[src/rtl/hb_cfg_pkg.sv]
package hb_cfg_pkg;
  typedef enum logic [2:0] {
    CLS_WBASE,
    CLS_WMASK,
    CLS_XBASE,
    CLS_CTRL,
    CLS_RAZ_WI,   // read zero, write dropped
    CLS_RAZ_WERR, // read zero, write rejected
    CLS_BAD
  } acc_cls_e;

  localparam logic [1:0] SIZE_64 = 2'd3;
  localparam logic [63:0] CTRL_RST = (64'h1 << 20) | (64'h1 << 32) | (64'h2 << 36);

  // index layout derived from window count
  function automatic int idx_ctrl(int nw);    return 3 * nw;     endfunction
  function automatic int idx_errstat(int nw); return 3 * nw + 3; endfunction
  function automatic int idx_errmask(int nw); return 3 * nw + 4; endfunction
  function automatic int idx_invall(int nw);  return 3 * nw + 7; endfunction
endpackage

[src/rtl/hb_cfg_decode.sv]
module hb_cfg_decode
  import hb_cfg_pkg::*;
#(
  parameter int NUM_WIN = 4,
  parameter int IW      = 6,
  localparam int SW     = (NUM_WIN > 1) ? $clog2(NUM_WIN) : 1
) (
  input  logic [IW-1:0] idx_i,
  output acc_cls_e      cls_o,
  output logic [SW-1:0] sel_o
);
  always_comb begin
    int i;
    i = int'(idx_i);
    cls_o = CLS_BAD;
    sel_o = '0;
    if (i < NUM_WIN) begin
      cls_o = CLS_WBASE;
      sel_o = SW'(i);
    end else if (i < 2 * NUM_WIN) begin
      cls_o = CLS_WMASK;
      sel_o = SW'(i - NUM_WIN);
    end else if (i < 3 * NUM_WIN) begin
      cls_o = CLS_XBASE;
      sel_o = SW'(i - 2 * NUM_WIN);
    end else if (i == idx_ctrl(NUM_WIN)) begin
      cls_o = CLS_CTRL;
    end else if (i == idx_errstat(NUM_WIN) || i == idx_invall(NUM_WIN)) begin
      cls_o = CLS_RAZ_WI;
    end else if (i == idx_errmask(NUM_WIN)) begin
      cls_o = CLS_RAZ_WERR;
    end
  end
endmodule

[src/rtl/hb_cfg_store.sv]
module hb_cfg_store
  import hb_cfg_pkg::*;
#(
  parameter int NUM_WIN = 4,
  parameter int DW      = 64,
  parameter logic [DW-1:0] CTRL_INIT = CTRL_RST,
  localparam int SW     = (NUM_WIN > 1) ? $clog2(NUM_WIN) : 1
) (
  input  logic          clk_i,
  input  logic          rst_ni,
  input  logic          wr_i,
  input  acc_cls_e      cls_i,
  input  logic [SW-1:0] sel_i,
  input  logic [DW-1:0] wdata_i,
  output logic [DW-1:0] base_o [NUM_WIN],
  output logic [DW-1:0] mask_o [NUM_WIN],
  output logic [DW-1:0] xbase_o[NUM_WIN],
  output logic [DW-1:0] ctrl_o
);
  for (genvar w = 0; w < NUM_WIN; w++) begin : g_win
    logic hit;
    assign hit = wr_i && (sel_i == SW'(w));

    always_ff @(posedge clk_i or negedge rst_ni) begin
      if (!rst_ni) begin
        base_o[w]  <= '0;
        mask_o[w]  <= '0;
        xbase_o[w] <= '0;
      end else if (hit) begin
        if (cls_i == CLS_WBASE) base_o[w]  <= wdata_i;
        if (cls_i == CLS_WMASK) mask_o[w]  <= wdata_i;
        if (cls_i == CLS_XBASE) xbase_o[w] <= wdata_i;
      end
    end
  end

  always_ff @(posedge clk_i or negedge rst_ni) begin
    if (!rst_ni)                        ctrl_o <= CTRL_INIT;
    else if (wr_i && cls_i == CLS_CTRL) ctrl_o <= wdata_i;
  end
endmodule

[src/rtl/hb_cfg_regs.sv]
module hb_cfg_regs
  import hb_cfg_pkg::*;
#(
  parameter int NUM_WIN   = 4,
  parameter int DW        = 64,
  parameter int AW        = 12,
  parameter int STRIDE_LG = 6,
  localparam int IW       = AW - STRIDE_LG,
  localparam int SW       = (NUM_WIN > 1) ? $clog2(NUM_WIN) : 1
) (
  input  logic                  clk_i,
  input  logic                  rst_ni,
  input  logic                  req_i,
  input  logic                  we_i,
  input  logic [AW-1:0]         addr_i,
  input  logic [1:0]            size_i,
  input  logic [DW-1:0]         wdata_i,
  output logic [DW-1:0]         rdata_o,
  output logic                  err_o,
  output logic [NUM_WIN*DW-1:0] win_base_o,
  output logic [NUM_WIN*DW-1:0] win_mask_o,
  output logic [NUM_WIN*DW-1:0] xlat_base_o,
  output logic [DW-1:0]         ctrl_o
);
  acc_cls_e      cls;
  logic [SW-1:0] sel;
  logic          bad, wr_ok, rd_ok;
  logic [DW-1:0] rd_val;
  logic [DW-1:0] base [NUM_WIN];
  logic [DW-1:0] mask [NUM_WIN];
  logic [DW-1:0] xbase[NUM_WIN];
  logic [DW-1:0] ctrl;

  hb_cfg_decode #(.NUM_WIN(NUM_WIN), .IW(IW)) i_decode (
    .idx_i(addr_i[AW-1:STRIDE_LG]),
    .cls_o(cls),
    .sel_o(sel)
  );

  assign bad   = (size_i != SIZE_64) || (cls == CLS_BAD) || (we_i && cls == CLS_RAZ_WERR);
  assign wr_ok = req_i && we_i && !bad;
  assign rd_ok = req_i && !we_i && !bad;

  hb_cfg_store #(.NUM_WIN(NUM_WIN), .DW(DW), .CTRL_INIT(DW'(CTRL_RST))) i_store (
    .clk_i  (clk_i),
    .rst_ni (rst_ni),
    .wr_i   (wr_ok),
    .cls_i  (cls),
    .sel_i  (sel),
    .wdata_i(wdata_i),
    .base_o (base),
    .mask_o (mask),
    .xbase_o(xbase),
    .ctrl_o (ctrl)
  );

  always_comb begin
    unique case (cls)
      CLS_WBASE: rd_val = base[sel];
      CLS_WMASK: rd_val = mask[sel];
      CLS_XBASE: rd_val = xbase[sel];
      CLS_CTRL:  rd_val = ctrl;
      default:   rd_val = '0;
    endcase
  end

  always_ff @(posedge clk_i or negedge rst_ni) begin
    if (!rst_ni) begin
      rdata_o <= '0;
      err_o   <= 1'b0;
    end else begin
      rdata_o <= rd_ok ? rd_val : '0;
      err_o   <= req_i && bad;
    end
  end

  for (genvar w = 0; w < NUM_WIN; w++) begin : g_flat
    assign win_base_o [w*DW +: DW] = base[w];
    assign win_mask_o [w*DW +: DW] = mask[w];
    assign xlat_base_o[w*DW +: DW] = xbase[w];
  end
  assign ctrl_o = ctrl;
endmodule

[config.mk]
export PLATFORM = sky130hd
export DESIGN_NAME = hb_cfg_regs
export DESIGN_NICKNAME = d
export VERILOG_FILES = /design/src/rtl/hb_cfg_pkg.sv /design/src/rtl/hb_cfg_decode.sv /design/src/rtl/hb_cfg_store.sv /design/src/rtl/hb_cfg_regs.sv
export SDC_FILE = /design/constraint.sdc
export NUM_CORES = 1
export LEC_CHECK = 0
export ABC_CLOCK_PERIOD_IN_PS = 3990
export BUFFER_PORTS_ARGS = -buffer_cell sky130_fd_sc_hd__buf_4
export CORE_AREA = 2 2 383 385
export CTS_BUF_LIST = sky130_fd_sc_hd__clkbuf_8
export DETAILED_ROUTE_END_ITERATION = 12
export DIE_AREA = 0 0 385 387
export PLACE_DENSITY = 0.53
export SYNTH_ARGS = -nofsm -noshare
export SYNTH_HDL_FRONTEND = slang
export SYNTH_HIERARCHICAL = 1
export SYNTH_SLANG_ARGS = --single-unit
[constraint.sdc]
create_clock -name clk_i -period 3.99 [get_ports clk_i]
set_input_delay 1.197 -clock clk_i [delete_from_list [all_inputs] [get_ports clk_i]]
set_output_delay 1.197 -clock clk_i [all_outputs]
set_load 0.01 [all_outputs]
Word level (Yosys, flattened, before mapping)
Cells that the tools add are included.

Register bits: 897. Input port bits: 82. Output and inout port bits: 897. Logic and storage cells: 85.

Add/subtract/negate cells: 2. Magnitude comparators: 4. Eq/ne operators: 13. Muxes and demuxes: 20. Bitwise operators: 1. Reductions and logical operators: 30.

Operator list (count): $mux 64 (7); $bmux 64 s2 (3); $pmux 64 s4 (1); $reduce_and 2->1 (12); $mux 3 (5); $eq 6x5->1 const B (2); $eq 6x6->1 const B (2); $lt 6x4->1 const B (2); $logic_and 1x1->1 (11); $mux 2 (4); $eq 3x2->1 const B (2); $eq 3x3->1 const B (2); $lt 6x3->1 const B (1); $eq 2x2->1 const B (2); $sub 2x1->2 const B (2); $eq 3x1->1 const B (1); $ge 3x3->1 const B (1); $logic_not 3->1 (1); $logic_or 1x1->1 (3); $not 2->3 (1); $eq 2x1->1 const B (1); $logic_not 1->1 (2); $logic_not 2->1 (1); $ne 2x2->1 const B (1).

Depth between registers and ports, before layout
Gate-level depths: netlist (run 1).

Depth in word-level cells: 14. Mapped depth: 13. Depth with buffers taken out: 10.

Modules after synthesis
The synthesis (run 1) kept the hierarchy.

By module, submodules not included: hb_cfg_store (times used 1, cells each 1830, area an instance 31428.9 um^2, seq. area each 20823.7 um^2); hb_cfg_regs (times used 1, cells each 740, area an instance 8479.4 um^2, seq. area each 1626.6 um^2); hb_cfg_decode (times used 1, cells each 16, area an instance 91.3 um^2, seq. area each 0.0 um^2).

Least setup slack after synthesis (run 1)
OpenSTA, ideal clock, no wires.

Kind: input port to flip-flop. From: input addr_i[7]. To: register i_store/base_o[10] in the netlist's numbering. Library setup time: 0.125 ns. Arrival: 3.692 ns. Required time: 3.865 ns. Setup slack: 0.173 ns. Stages: 13. Buffers on the path: 3. Path through: o21ai_0 nand3b_1 a21oi_1 buf_6 nand2b_1 o21ai_0 a21oi_1 and3_1 nand4b_1 or3_1 buf_6 buf_12 mux2_4.

Cells in the longest elaborated chain, start to end: 14. Elaborated cells between the ends (all ways): 30. Those cells by class: add/sub (2); order compare (3); eq/ne (7); mux (9); reduce/logical (9).

Ends and longest elaborated chain: start: declaration (line hb_cfg_regs.sv:15) `input logic [AW-1:0] addr_i,`; $eq 6x6->1, or another cell as far along (line hb_cfg_decode.sv:30) `end else if (i == idx_errmask(NUM_WIN)) begin`; $mux 2 or $logic_or 1x1->1 (tied branches) (line hb_cfg_decode.sv:30, hb_cfg_decode.sv:28); $mux 3 (line hb_cfg_decode.sv:28) `end else if (i == idx_errstat(NUM_WIN) || i == idx_invall(NUM_WIN)) begin`; $mux 3 (line hb_cfg_decode.sv:26) `end else if (i == idx_ctrl(NUM_WIN)) begin`; $mux 3 (line hb_cfg_decode.sv:23) `end else if (i < 3 * NUM_WIN) begin`; $mux 3 (line hb_cfg_decode.sv:20) `end else if (i < 2 * NUM_WIN) begin`; $mux 3 (*) (line hb_cfg_decode.sv:17) `if (i < NUM_WIN) begin`; net cls[0] (line hb_cfg_regs.sv:25) `acc_cls_e cls;`; $eq 3x3->1 (line hb_cfg_regs.sv:40) `assign bad = (size_i != SIZE_64) || (cls == CLS_BAD) || (we_i && cls == CLS_RAZ_WERR);`; $logic_or 1x1->1 or $logic_and 1x1->1 (tied branches) (line hb_cfg_regs.sv:40); $logic_or 1x1->1 (*) (line hb_cfg_regs.sv:40); $logic_not 1->1 (*) (line hb_cfg_regs.sv:41) `assign wr_ok = req_i && we_i && !bad;`; $logic_and 1x1->1 (*) (line hb_cfg_regs.sv:41); net wr_ok (line hb_cfg_regs.sv:27) `logic bad, wr_ok, rd_ok;`; $logic_and 1x1->1 (*) (line hb_cfg_store.sv:22) `assign hit = wr_i && (sel_i == SW'(w));`; $reduce_and 2->1 (no source line) (*); end signal: indexed assignment (line hb_cfg_store.sv:30) `if (cls_i == CLS_WBASE) base_o[w] <= wdata_i;`; end: declaration (line hb_cfg_store.sv:15) `output logic [DW-1:0] base_o [NUM_WIN],`.

Mark *: on every way through the listed nets, which the timed path passes. The rest lies on a longest branch. A chain may end at the register's enable or synchronous reset.

Final worst setup path (run 1)
From: input addr_i[7]. To: register i_store/mask_o[20] in the netlist's numbering.

Cells in the longest elaborated chain, start to end: 14. Elaborated cells between the ends (all ways): 30. Those cells by class: add/sub (2); order compare (3); eq/ne (8); mux (9); reduce/logical (8).

Ends and longest elaborated chain: $eq 6x6->1, or another cell as far along (line hb_cfg_decode.sv:30); $mux 2 or $logic_or 1x1->1 (tied branches) (line hb_cfg_decode.sv:30, hb_cfg_decode.sv:28); $mux 3 (line hb_cfg_decode.sv:28); $mux 3 (line hb_cfg_decode.sv:26); $mux 3 (line hb_cfg_decode.sv:23); $mux 3 (line hb_cfg_decode.sv:20); $mux 3 (*) (line hb_cfg_decode.sv:17); net cls[0] (line hb_cfg_regs.sv:25); $eq 3x3->1 (line hb_cfg_regs.sv:40); $logic_or 1x1->1 or $logic_and 1x1->1 (tied branches) (line hb_cfg_regs.sv:40); $logic_or 1x1->1 (*) (line hb_cfg_regs.sv:40); $logic_not 1->1 (*) (line hb_cfg_regs.sv:41); $logic_and 1x1->1 (*) (line hb_cfg_regs.sv:41); net wr_ok (line hb_cfg_regs.sv:27); $logic_and 1x1->1 (*) (line hb_cfg_store.sv:22); $reduce_and 2->1 (no source line) (*); end signal: indexed assignment (line hb_cfg_store.sv:31) `if (cls_i == CLS_WMASK) mask_o[w] <= wdata_i;`; end: declaration (line hb_cfg_store.sv:16) `output logic [DW-1:0] mask_o [NUM_WIN],`.

Marks and branches as above.

==> results.md, run 1 <==
- The run finished with clean final reports.
- The class of the worst hold path is in -> async.
- The synthesized netlist contains 44 unique library cells.
- The die width is roughly 390 um.
- The final sum of negative setup slack is 0 ns.
- For this run, asynchronously set or reset flops after synthesis account for 100%.
- The aggregate global routing overflow is 0.
- The number of synthesized register bits is between 800 and 900.
- The via count of the first global-routing pass was 29300.
- Ranked by instance count, the synthesized netlist is headed by dfrtp_1, mux2_2, mux4_2.
- Headroom to the max-slew limit came out at 51.8%.
- Setup repair after global routing left no endpoint under its margin.
- The initial antenna violation count is 7.
- STA puts the critical path data arrival time at 4.01 ns.
- The synthesized netlist net count is roughly 2700.
- The worst supply voltage drop on vdd is between 0.2 and 0.25 mV.
- At the pin with the least slew margin, the transition time is 0.723 ns.
- The reg2reg setup slack is 2.51 ns.
- The clock passes through at most 3 buffers.
- The completed layout was analyzed and its total power is 19.3 mW.
- The core region is approximately 0.14 sq mm.
- The overall track demand over capacity in global routing is 21.9%.
- The number of iterations in the first detailed-routing pass is 5.
- The max-slew violation count is 0.
- The count of hold-fix buffers inserted at cts is 0.
- The worst setup path is captured at a flop.
- The post-detailed-route wirelength per cell is 29.4 um.
- STA classifies the critical path startpoint as a primary input.
- The area after detailed placement is 0.0506 sq mm.
- After clock tree synthesis, the setup repair step added 0 buffers.
- The starting utilization of the core area is 27.6%.
- The clock latency on the worst-skew pair is around 0.85 ns.
- After detailed routing, the total wire length is between 150 and 200 mm.
- The tool flagged a number of max-cap violations equal to 0.
- The per-instance average area after synthesis is 15.5 sq um.
- Once layout is done, the placed cells without fillers occupy 0.0539 sq mm.
- In this run the clock root is driven by a clkbuf_8.
- The count of endpoints failing hold in the final timing report is 0.
- The die height is between 300 and 400 um.
- The die outline area is approximately 0.15 sq mm.
- The total standard cell area after synthesis is roughly 0.04 sq mm.
- TritonCTS built the clock tree.
- Port buffering added 972 buffers.
- In this run the core area contains 140 standard-cell rows.
- Among all cell types in the netlist, the one instantiated most often is dfrtp_1.
- The count of vias placed by the detailed router is 28300.
- The number of buffers created by CTS is 165.
- The worst endpoint required time is 4.72 ns.
- The warning count from the yosys run is 6.
- The H-tree was split into 4 levels.
- The worst hold slack after final layout is 0.387 ns.
- The worst clock skew is between 0.02 and 0.03 ns.
- The total half-perimeter wirelength after legalization and detailed placement is 118 mm.
- CTS saw about 900 sinks.
- In the finished design, the share of the clock period the worst path needs comes to between 80% and 90%.
- For this design the static power due to leakage is 27.4 nW.
- The detailed router's first-iteration violation count is 1518.
- At the end of routability-driven placement, the weighted congestion stood at between 0.8 and 0.9.
- The highest fanout seen on the critical path is 16.
- Once detail routing completed, the nets flagged for antenna violations numbered 0.
- The count of nets after finishing is 3738.
- The first global-routing pass estimated 233 mm of wire.
- Entering global routing, the biggest net connects 103 pins.
- The post-route netlist has 63.6% of its cells at a drive strength greater than 1.
- For this design the top-level I/O count stands at 979.
- The time the final worst path needs with I/O delays and setup is ~3.3 ns.
- Based on the critical path, the design can be clocked at up to 0.305 GHz.
- The sequential-to-total area share from yosys stat is between 50% and 60%.
- The commonest register cell after synthesis is dfrtp_1.
- The count of cells resized by post-cts repair is 0.
- The post-detailed-route DRC marker count is 0.
- The area share of the leading cell type in the synthesized netlist is 55.9%.
- The via density per instance is 4.95.
- The cell accounting for the most synthesized area is dfrtp_1.
- By area the synthesized netlist is led by dfrtp_1, mux2_2, mux4_2.
- Synthesis produced 2586 cells.
- The critical path class is in -> reg.
- The area growth from synthesis to layout is 34.8%.
- The number of synthesized flops with an enable pin is 0.
- In this run the power density over the cells is around 360 mW/mm^2.
- The post-layout utilization of the core is 37.2%.
- After clock tree synthesis, the clock-pin slew on the worst setup and hold paths is ~0.060 ns.
- The total setup violations reported at the end of the flow is 0.
==> report_power, final <==
| group | internal (mW) | switching (mW) |
|---|---|---|
| registers | 9.22 | 0.108 |
| clock network | 4.70 | 4.14 |
| logic | 0.469 | 0.680 |
==> stage by stage <==
| stage | cells | setup slack, ns |
|---|---|---|
| finish | 5711 | 0.709 |
| detailed placement | 5406 | -0.188 |
| CTS | 5708 | 0.762 |
| floorplan | 2586 | 0.173 |
| global route | 5710 | 0.495 |
| global placement | 5406 | -0.157 |
==> worst max-delay path, stage by stage <==
cell      delay (ns)
buf_4           0.13
o21ai_0         0.16
nand3b_1        0.11
a21oi_2         0.26
buf_12          0.16
nand2b_1        0.11
o21ai_0         0.09
a21oi_1         0.22
and3_1          0.21
nand4b_1        0.19
nor3b_2         0.27
buf_4           0.24
buf_12          0.23
mux2_2          0.37
==> cell usage in the layout (no fill, tap or decap), types with 3 or more instances in the layout <==
master and n:
buf_4 1064, dfrtp_1 894, mux2_2 772, clkbuf_8 204, inv_1 137, mux4_2 129
mux2i_1 127, buf_12 68, nand2_1 65, a21oi_1 64, o22ai_1 62, o221ai_2 60
mux2_4 60, clkinv_2 9, nand2_4 9, nor2_1 7, o21ai_0 4, inv_8 4
diode_2 3, inv_6 3, clkinvlp_4 3, nand4b_1 3, dfstp_2 3
==> layout make-up <==
cell class              count  area [sq um]
clock buffers             204          2810
repair buffers           1133          9360
well taps                1917          2400
inverters                  63           236
multi-input cells        1396         16100
fillers                 14100         91000
clock inverters            98           497
flip-flops and latches    897         22500
diodes                      3          7.51
==> logic make-up (layout without fill, tap and decap cells) <==
kind of cell	after synthesis	in the layout	share of synthesized area, %
and+or+nand+nor	109	109	1.41
muxes	1088	1088	34.4
AOI/OAI and AO/OA	198	198	4.23
DFF	897	897	56.1
xor gates and xnor gates	1	1	0.0219
buffers and inverters	293	1498	3.78
other	0	3	0
==> sequential cells by signal (all words and copies together) (netlist names) <==
register and cells:
i_store/mask_o 256, i_store/ctrl_o 64, i_store/xbase_o 256, i_store/base_o 256
err_o 1, rdata_o 64
==> worst paths after layout <==
kind | from | end | depth (start not counted)
min | rst_ni | i_store/mask_o[124] | 1
max | addr_i[7] | i_store/mask_o[20] | 14
min reg2reg | i_store/mask_o[78] | i_store/mask_o[78] | 1
min in group clk_i | i_store/mask_o[78] | i_store/mask_o[78] | 1
max reg2reg | i_store/mask_o[61] | rdata_o[61] | 2
max in group asynchronous | rst_ni | i_store/ctrl_o[35] | 2
==> layer usage <==
| layer | GRT usage [%] | vias up | part of all wire [%] |
|---|---|---|---|
| li1 | - | 11700 | - |
| met5 | 0 | - | 0.017 |
| met2 | 36.5 | 1068 | 49 |
| met3 | 6.65 | 297 | 7.4 |
| met4 | 8.98 | 4 | 4.2 |
| met1 | 26.2 | 15200 | 40 |
Note: power is estimated with default switching activity, not from simulation.
==> run 2: changes to the inputs <==
Settings changed: ABC_CLOCK_PERIOD_IN_PS 3990 to 3200, CORE_AREA 2 2 383 385 to 2 2 385 387, DIE_AREA 0 0 385 387 to 0 0 387 389, PLACE_DENSITY 0.53 to 0.52.
Clock period 3.99 ns to 3.2 ns, I/O delays scaled along.
==> results.md, run 2 (synthesized netlist as in run 1, its figures left out) <==
- The flow ran to the end, and the final reports show no timing, DRC or antenna violations.
- Together, buffers and inverters on the worst path number 3.
- Power spread over the standard cell area amounts to between 400 and 500 mW/mm^2.
- The max-slew headroom at the worst pin is 50.9%.
- The clock arrives with 0.0327 ns of skew.
- Summed over all nets, the half-perimeter wirelength after detailed placement is 126 mm.
- Grouping stages by cell kind, the critical path spends the most delay in simple AND/OR/NAND/NOR gates.
- The first global-routing pass estimated 239 mm of wire.
- The time the final worst path needs with I/O delays and setup is around 3.0 ns.
- The final sum of negative setup slack is 0 ns.
- The die height is 389 um.
- The area after detailed placement is 0.0520 sq mm.
- On the critical path, the stage with the largest delay is an instance of mux2_2.
- The area of the placeable core is 0.147 sq mm.
- The detailed router's first-iteration violation count is ~1500.
- The via density per instance is 4.92.
- The clock sink total is 897.
- The reported leakage power is between 20 and 30 nW.
- The growth of design area from synthesis to finish is 38.6%.
- The post-detailed-route DRC marker count is 0.
- The die covers 0.151 sq mm.
- The total setup violations reported at the end of the flow is 0.
- After clock tree synthesis, the repair step resized 0 gates.
- Data on the critical path arrives at its endpoint at ~3.8 ns.
- The signal on the critical path passes through buf_4 > nor2_1 > nand3_1 > a21oi_4 > nand2b_4 > o21ai_1 > a21oi_1 > and3_1 > nand4b_1 > nor3b_2 > buf_4 > buf_12 > mux2_2.
- The tightest hold path in the finished design has a slack of 0.0827 ns.
- The most common library cell in the layout ignoring fill and taps is buf_4.
- The die width is 387 um.
- Of all nets on the critical path, the largest fanout is 15.
- The starting utilization of the core area is 27.3%.
- The TritonCTS clock tree is built.
- Based on the critical path, the design can be clocked at up to ~0.33 GHz.
- The post-route netlist has 64.8% of its cells at a drive strength greater than 1.
- Setup repair after global routing left no endpoint under its margin.
- The worst supply voltage drop on vdd is ~0.35 mV.
- The number of iterations in the first detailed-routing pass is 5.
- The number of buffers added for setup after CTS is 0.
- STA classifies the critical path startpoint as a primary input.
- Detailed routing inserted a total of roughly 29000 vias.
- On the worst path, the slowest cell contributes a delay of approximately 0.36 ns.
- The post-detailed-route wirelength per cell is 29.8 um.
- STA classifies the critical path endpoint as a flop.
- The most numerous cell type found on the critical path is buf_4.
- In this run the worst hold path is classified as in -> async.
- Hold repair after CTS inserted 0 buffers.
- The post-detailed-routing wire length is 172 mm.
- Entering global routing, the biggest net connects 84 pins.
- The slew at the pin with the worst max-slew slack is 0.736 ns.
- The later pin in the worst-skew pair is clocked with a latency of about 0.90 ns.
- The final instance area is 0.0554 sq mm.
- The count of endpoints failing hold in the final timing report is 0.
- The clock root buffer is clkbuf_8.
- The via count of the first global-routing pass is around 29000.
- The post-layout utilization of the core is 37.8%.
- The total number of placement rows is 141.
- At the end of routability-driven placement, the weighted congestion stood at 0.859.
- The overall track demand over capacity in global routing is 22.3%.
- The fraction of the cycle the final worst path needs is 95.1%.
- In this run the remaining antenna-violating nets after routing total 0.
- The number of top-level pins is 979.
- The aggregate global routing overflow is 0.
- The clock passes through at most 3 buffers.
- The initial antenna violation count is 7.
- In the final layout, the registers with the most flip-flops are i_store/base_o x256, i_store/mask_o x256, i_store/xbase_o x256.
- The max-slew violation count is 0.
- The critical path class is in -> reg.
- After clock tree synthesis, the clock-pin slew on the worst setup and hold paths is 0.05 ns.
- In this run the number of H-tree levels came out at 4.
- At the worst endpoint, the required time is 3.96 ns.
- The count of maximum capacitance violations is 0.
- The library cells used most frequently in the layout, excluding fill and tap cells, are buf_4, dfrtp_1, mux2_2, clkbuf_8, mux2_4.
- The count of nets after finishing is 3807.
- The count of buffers added on input and output ports is around 970.
- The worst-case setup margin in the final layout is roughly 0.16 ns.
- The worst slack after detailed placement is -0.675 ns.
- The number of buffers created by CTS is between 150 and 200.
[run 2: changes by cell type in the layout (fill, tap and decap cells not counted), moves of 6 or more]
cell	change
buf_12	+35
buf_4	+34
mux2_2	-119
mux2_4	+119
diode_2	+6
inv_1	-25
clkbuf_8	+12
[run 2: path summary, 6_finish.rpt]
kind	startpoint	to	slack, ns	depth (start not counted)
worst max-delay path	addr_i[7]	i_store/xbase_o[63]	0.16	13
worst min register to register	i_store/xbase_o[76]	i_store/xbase_o[76]	0.53	1
min in group clk_i	wdata_i[54]	i_store/xbase_o[246]	0.41	2
max in group asynchronous	rst_ni	i_store/base_o[41]	2.13	2
worst max register to register	i_store/base_o[254]	rdata_o[62]	1.55	4
worst min-delay path	rst_ni	rdata_o[35]	0.08	1
[run 2: report_power, final]
| part | total, mW | switching (mW) | internal, mW |
|---|---|---|---|
| combinational | 1.52 | 0.890 | 0.635 |
| sequential | 11.6 | 0.141 | 11.5 |
| clock | 11.3 | 5.20 | 6.13 |
[run 2: through the flow]
stage | total power, mW | instances
floorplan | 12.4 | 2586
global placement | 13.4 | 5488
detailed placement | 13.4 | 5488
CTS | 24.8 | 5781
global route | 25.4 | 5790
finish | 24.5 | 5790
[run 2: layout make-up]
cell class	instances	area, sq um
multi-input combinational	1396	16600
clock buffer	216	2970
tap	1930	2410
sequential	897	22500
inverter	63	236
timing repair buffer	1202	10300
antenna	9	22.5
fill	14200	91200
clock inverter	77	424
[run 2: routing by layer]
metal	track usage [%]	share of wire, %	vias to the layer above
met5	0	0.0075	-
met2	37.2	49	950
met3	5.38	5.5	253
met1	28.2	42	15500
met4	7.70	3.4	2
li1	-	-	11800
[run 2: worst register-to-register path: cells and delay by family (launching register included)]
| family | cells | cell delay (ns) |
|---|---|---|
| mux | 1 | 0.52 |
| flops | 1 | 0.41 |
| simple gates | 1 | 0.33 |
| compound gates | 2 | 0.21 |
==> run 3: changes to the inputs <==
Settings changed: CELL_PAD_IN_SITES_DETAIL_PLACEMENT from default to 2, CELL_PAD_IN_SITES_GLOBAL_PLACEMENT from default to 2, CORE_AREA 2 2 385 387 to 2 2 380 382, DIE_AREA 0 0 387 389 to 0 0 382 384, PLACE_DENSITY 0.52 to 0.69.
==> results.md, run 3 (synthesized netlist as in run 1, its figures left out) <==
- IR analysis of the VDD net gives a maximum drop of approximately 0.3 mV.
- The clock drives 897 sinks.
- The checks that failed: negative setup slack.
- The worst clock skew is roughly 0.038 ns.
- STA puts the critical path data required time at 3.94 ns.
- TritonCTS built the clock tree.
- The floorplan has 139 rows.
- The die is roughly 380 um wide.
- At the pin with the least slew margin, the transition time is 0.687 ns.
- In this run the power density over the cells is around 440 mW/mm^2.
- In the finished design, the share of the clock period the worst path needs comes to 100%.
- The die is roughly 380 um tall.
- The via count of the first global-routing pass is 31900.
- The H-tree was split into 4 levels.
- The overall track demand over capacity in global routing is 24.4%.
- Grouping stages by cell kind, the critical path spends the most delay in simple AND/OR/NAND/NOR gates.
- The max-slew violation count is 0.
- The post-detailed-routing wire length is approximately 180 mm.
- For this design the top-level I/O count stands at ~980.
- The combinational power share is 6.3%.
- The die outline area is between 0.1 and 0.15 sq mm.
- Dividing the detail-routed wire length by the instance count gives 31.7 um.
- The number of iterations in the first detailed-routing pass is 6.
- The starting utilization of the core area is between 20% and 30%.
- The time the final worst path needs with I/O delays and setup is 3.20 ns.
- The nature of the critical path startpoint is a primary input.
- Setup violations remaining at the end of the flow were counted as 1.
- The weighted congestion at the end of routability-driven global placement is roughly 0.86.
- The post-detailed-route DRC marker count is 0.
- The arrival time at the worst endpoint is roughly 3.9 ns.
- The number of fill cells is 14300.
- The area growth from synthesis to layout is 37.9%.
- Of the total power, the share spent switching nets is 25.8%.
- Leaving out fill and tap cells, the most frequent cells in the layout are buf_4, dfrtp_1, mux2_2, clkbuf_8, mux2_4.
- The fraction of final layout cells with drive strength greater than 1 is 64.5%.
- During placement, the flow inserted port buffers numbering 972.
- In the routed layout, each cell is associated on average with a via count of 5.03.
- The highest attainable clock frequency is 0.312 GHz.
- Counting stages on the worst path, the most repeated cell is buf_4.
- Across all setup checks in the final design, the least slack found is -0.000401 ns.
- The slowest stage of the critical path is the or3_4 cell.
- After legalization and detailed placement, the total HPWL measured 134 mm.
- The critical path goes through buf_4 > buf_4 > nor2_2 > nand3_1 > a21oi_4 > nand2b_4 > o21ai_1 > a21oi_2 > and3_4 > nand4b_1 > or3_4 > buf_12 > mux2_4.
- The longest clock path from root to sink contains 3 buffers.
- Overall power consumption after layout is estimated at ~25 mW.
- The type of destination of the critical path is a flop.
- The count of nets left with antenna violations once routing finished came out at 0.
- The critical path class is in -> reg.
- The final sum of negative setup slack is -0.000401 ns.
- The initial antenna violation count is 8.
- The class of the worst hold path is in -> async.
- The post-CTS clock slew at the launch and capture registers of the worst setup and hold paths is 0.06 ns.
- The register area is 0.0225 sq mm.
- The max-slew headroom at the worst pin is 54.2%.
- The detailed router's first-iteration violation count is 1538.
- The proportion of power drawn by the clock network is 46.2%.
- The flow ran to the end, but the final reports show violations.
- The count of nets after finishing is 3802.
- For this design, the CTS-stage hold fixing added 0 buffers.
- The count of endpoints failing hold in the final timing report is 0.
- The clock latency on the worst-skew pair is about 0.87 ns.
- TritonCTS created around 160 clock buffers.
- The region available for standard cell placement spans 0.143 sq mm.
- The multi-input logic area is 0.0166 sq mm.
- The switching power is 6.31 mW.
- Entering global routing, the biggest net connects 78 pins.
- The library cell used most frequently in the layout, excluding fill and tap cells, is buf_4.
- Across the run, the number of max-cap violations was 0.
- The register share of total power is 47.5%.
- The cell internal power dissipation is 18.2 mW.
- The largest registers in the layout are i_store/base_o x256, i_store/mask_o x256, i_store/xbase_o x256.
- Setup repair after global routing left no endpoint under its margin.
- The critical path buffer and inverter count is 3.
- In this run the worst path has a maximum fanout of 33.
- The count of vias placed by the detailed router is about 29000.
- The post-layout utilization of the core is between 30% and 40%.
- After global routing the overflow that remains totals 0.
- The first-pass GRT wire length is 256 mm.
- The longest individual stage delay on the worst path is between 0.4 and 0.5 ns.
- The worst slack after detailed placement is -0.860 ns.
- For this design the static power due to leakage is 27.9 nW.
- The clock root buffer is clkbuf_8.
-- run 3: changes by cell type in the layout (fill, tap and decap cells not counted), moves of 3 or more --
cell | previous run | this run
clkbuf_8 | 216 | 204
buf_4 | 1098 | 1109
bufinv_16 | 1 | 4
inv_1 | 112 | 125
clkinvlp_4 | 3 | 6
buf_12 | 103 | 87
-- run 3: worst register-to-register path: cells and delay by family (launching register included) --
kind,cells,cell delay [ns]
compound gates,1,0.42
flops,1,0.46
mux,1,0.49
-- run 3: timing repair --
| item | in CTS | in global routing |
|---|---|---|
| gates resized for setup | 0 | 5 |
| endpoints found under the setup margin | 0 | 158 |
| buffers inserted | 0 | 1 |
-- run 3: layout make-up --
class	count	share of cell area (%)
Multi-Input combinational cell	1396	30.1
Tap cell	1903	4.32
Sequential cell	897	40.7
Inverter	63	0.429
Clock buffer	204	5.09
Clock inverter	91	1.00
Antenna cell	7	0.0318
Timing Repair Buffer	1198	18.3
-- run 3: per-layer routing --
layer | wire (um) | global-route usage [%]
met2 | 90900 | 41.1
met1 | 73700 | 30.0
met4 | 8340 | 10.3
met3 | 9350 | 5.60
met5 | 34 | 0
-- run 3: metrics by stage --
stage | area, sq um | hold WS [ns] | cells
global route | 55100 | 0.0218 | 5756
floorplan | 40600 | 0.566 | 2586
CTS | 55100 | 0.0130 | 5751
finish | 55200 | 0.0717 | 5759
detailed placement | 51800 | 0.517 | 5456
global placement | 51800 | 0.511 | 5456
-- run 3: path summary, 6_finish.rpt --
kind                                      from                    to  slack, ns  depth (start not counted)
setup / recovery                     addr_i[6]    i_store/base_o[21]    -0.0004                         13
hold reg to reg            i_store/mask_o[106]   i_store/mask_o[106]       0.53                          1
hold / removal                          rst_ni   i_store/mask_o[186]       0.07                          1
min in group clk_i                  wdata_i[5]    i_store/xbase_o[5]       0.45                          2
setup reg to reg           i_store/mask_o[253]           rdata_o[61]       1.66                          2
max in group asynchronous               rst_ni  i_store/xbase_o[172]       2.14                          2
-- run 3: power groups by stage --
stage | Sequential, mW | Combinational [mW] | Clock, mW
2_1_floorplan | 11.9 | 0.506 | 0
3_3_place_gp | 11.8 | 1.54 | 0
3_5_place_dp | 11.8 | 1.56 | 0
4_1_cts | 11.6 | 1.57 | 11.6
5_1_grt | 11.6 | 1.65 | 12.2
6_report | 11.6 | 1.54 | 11.3
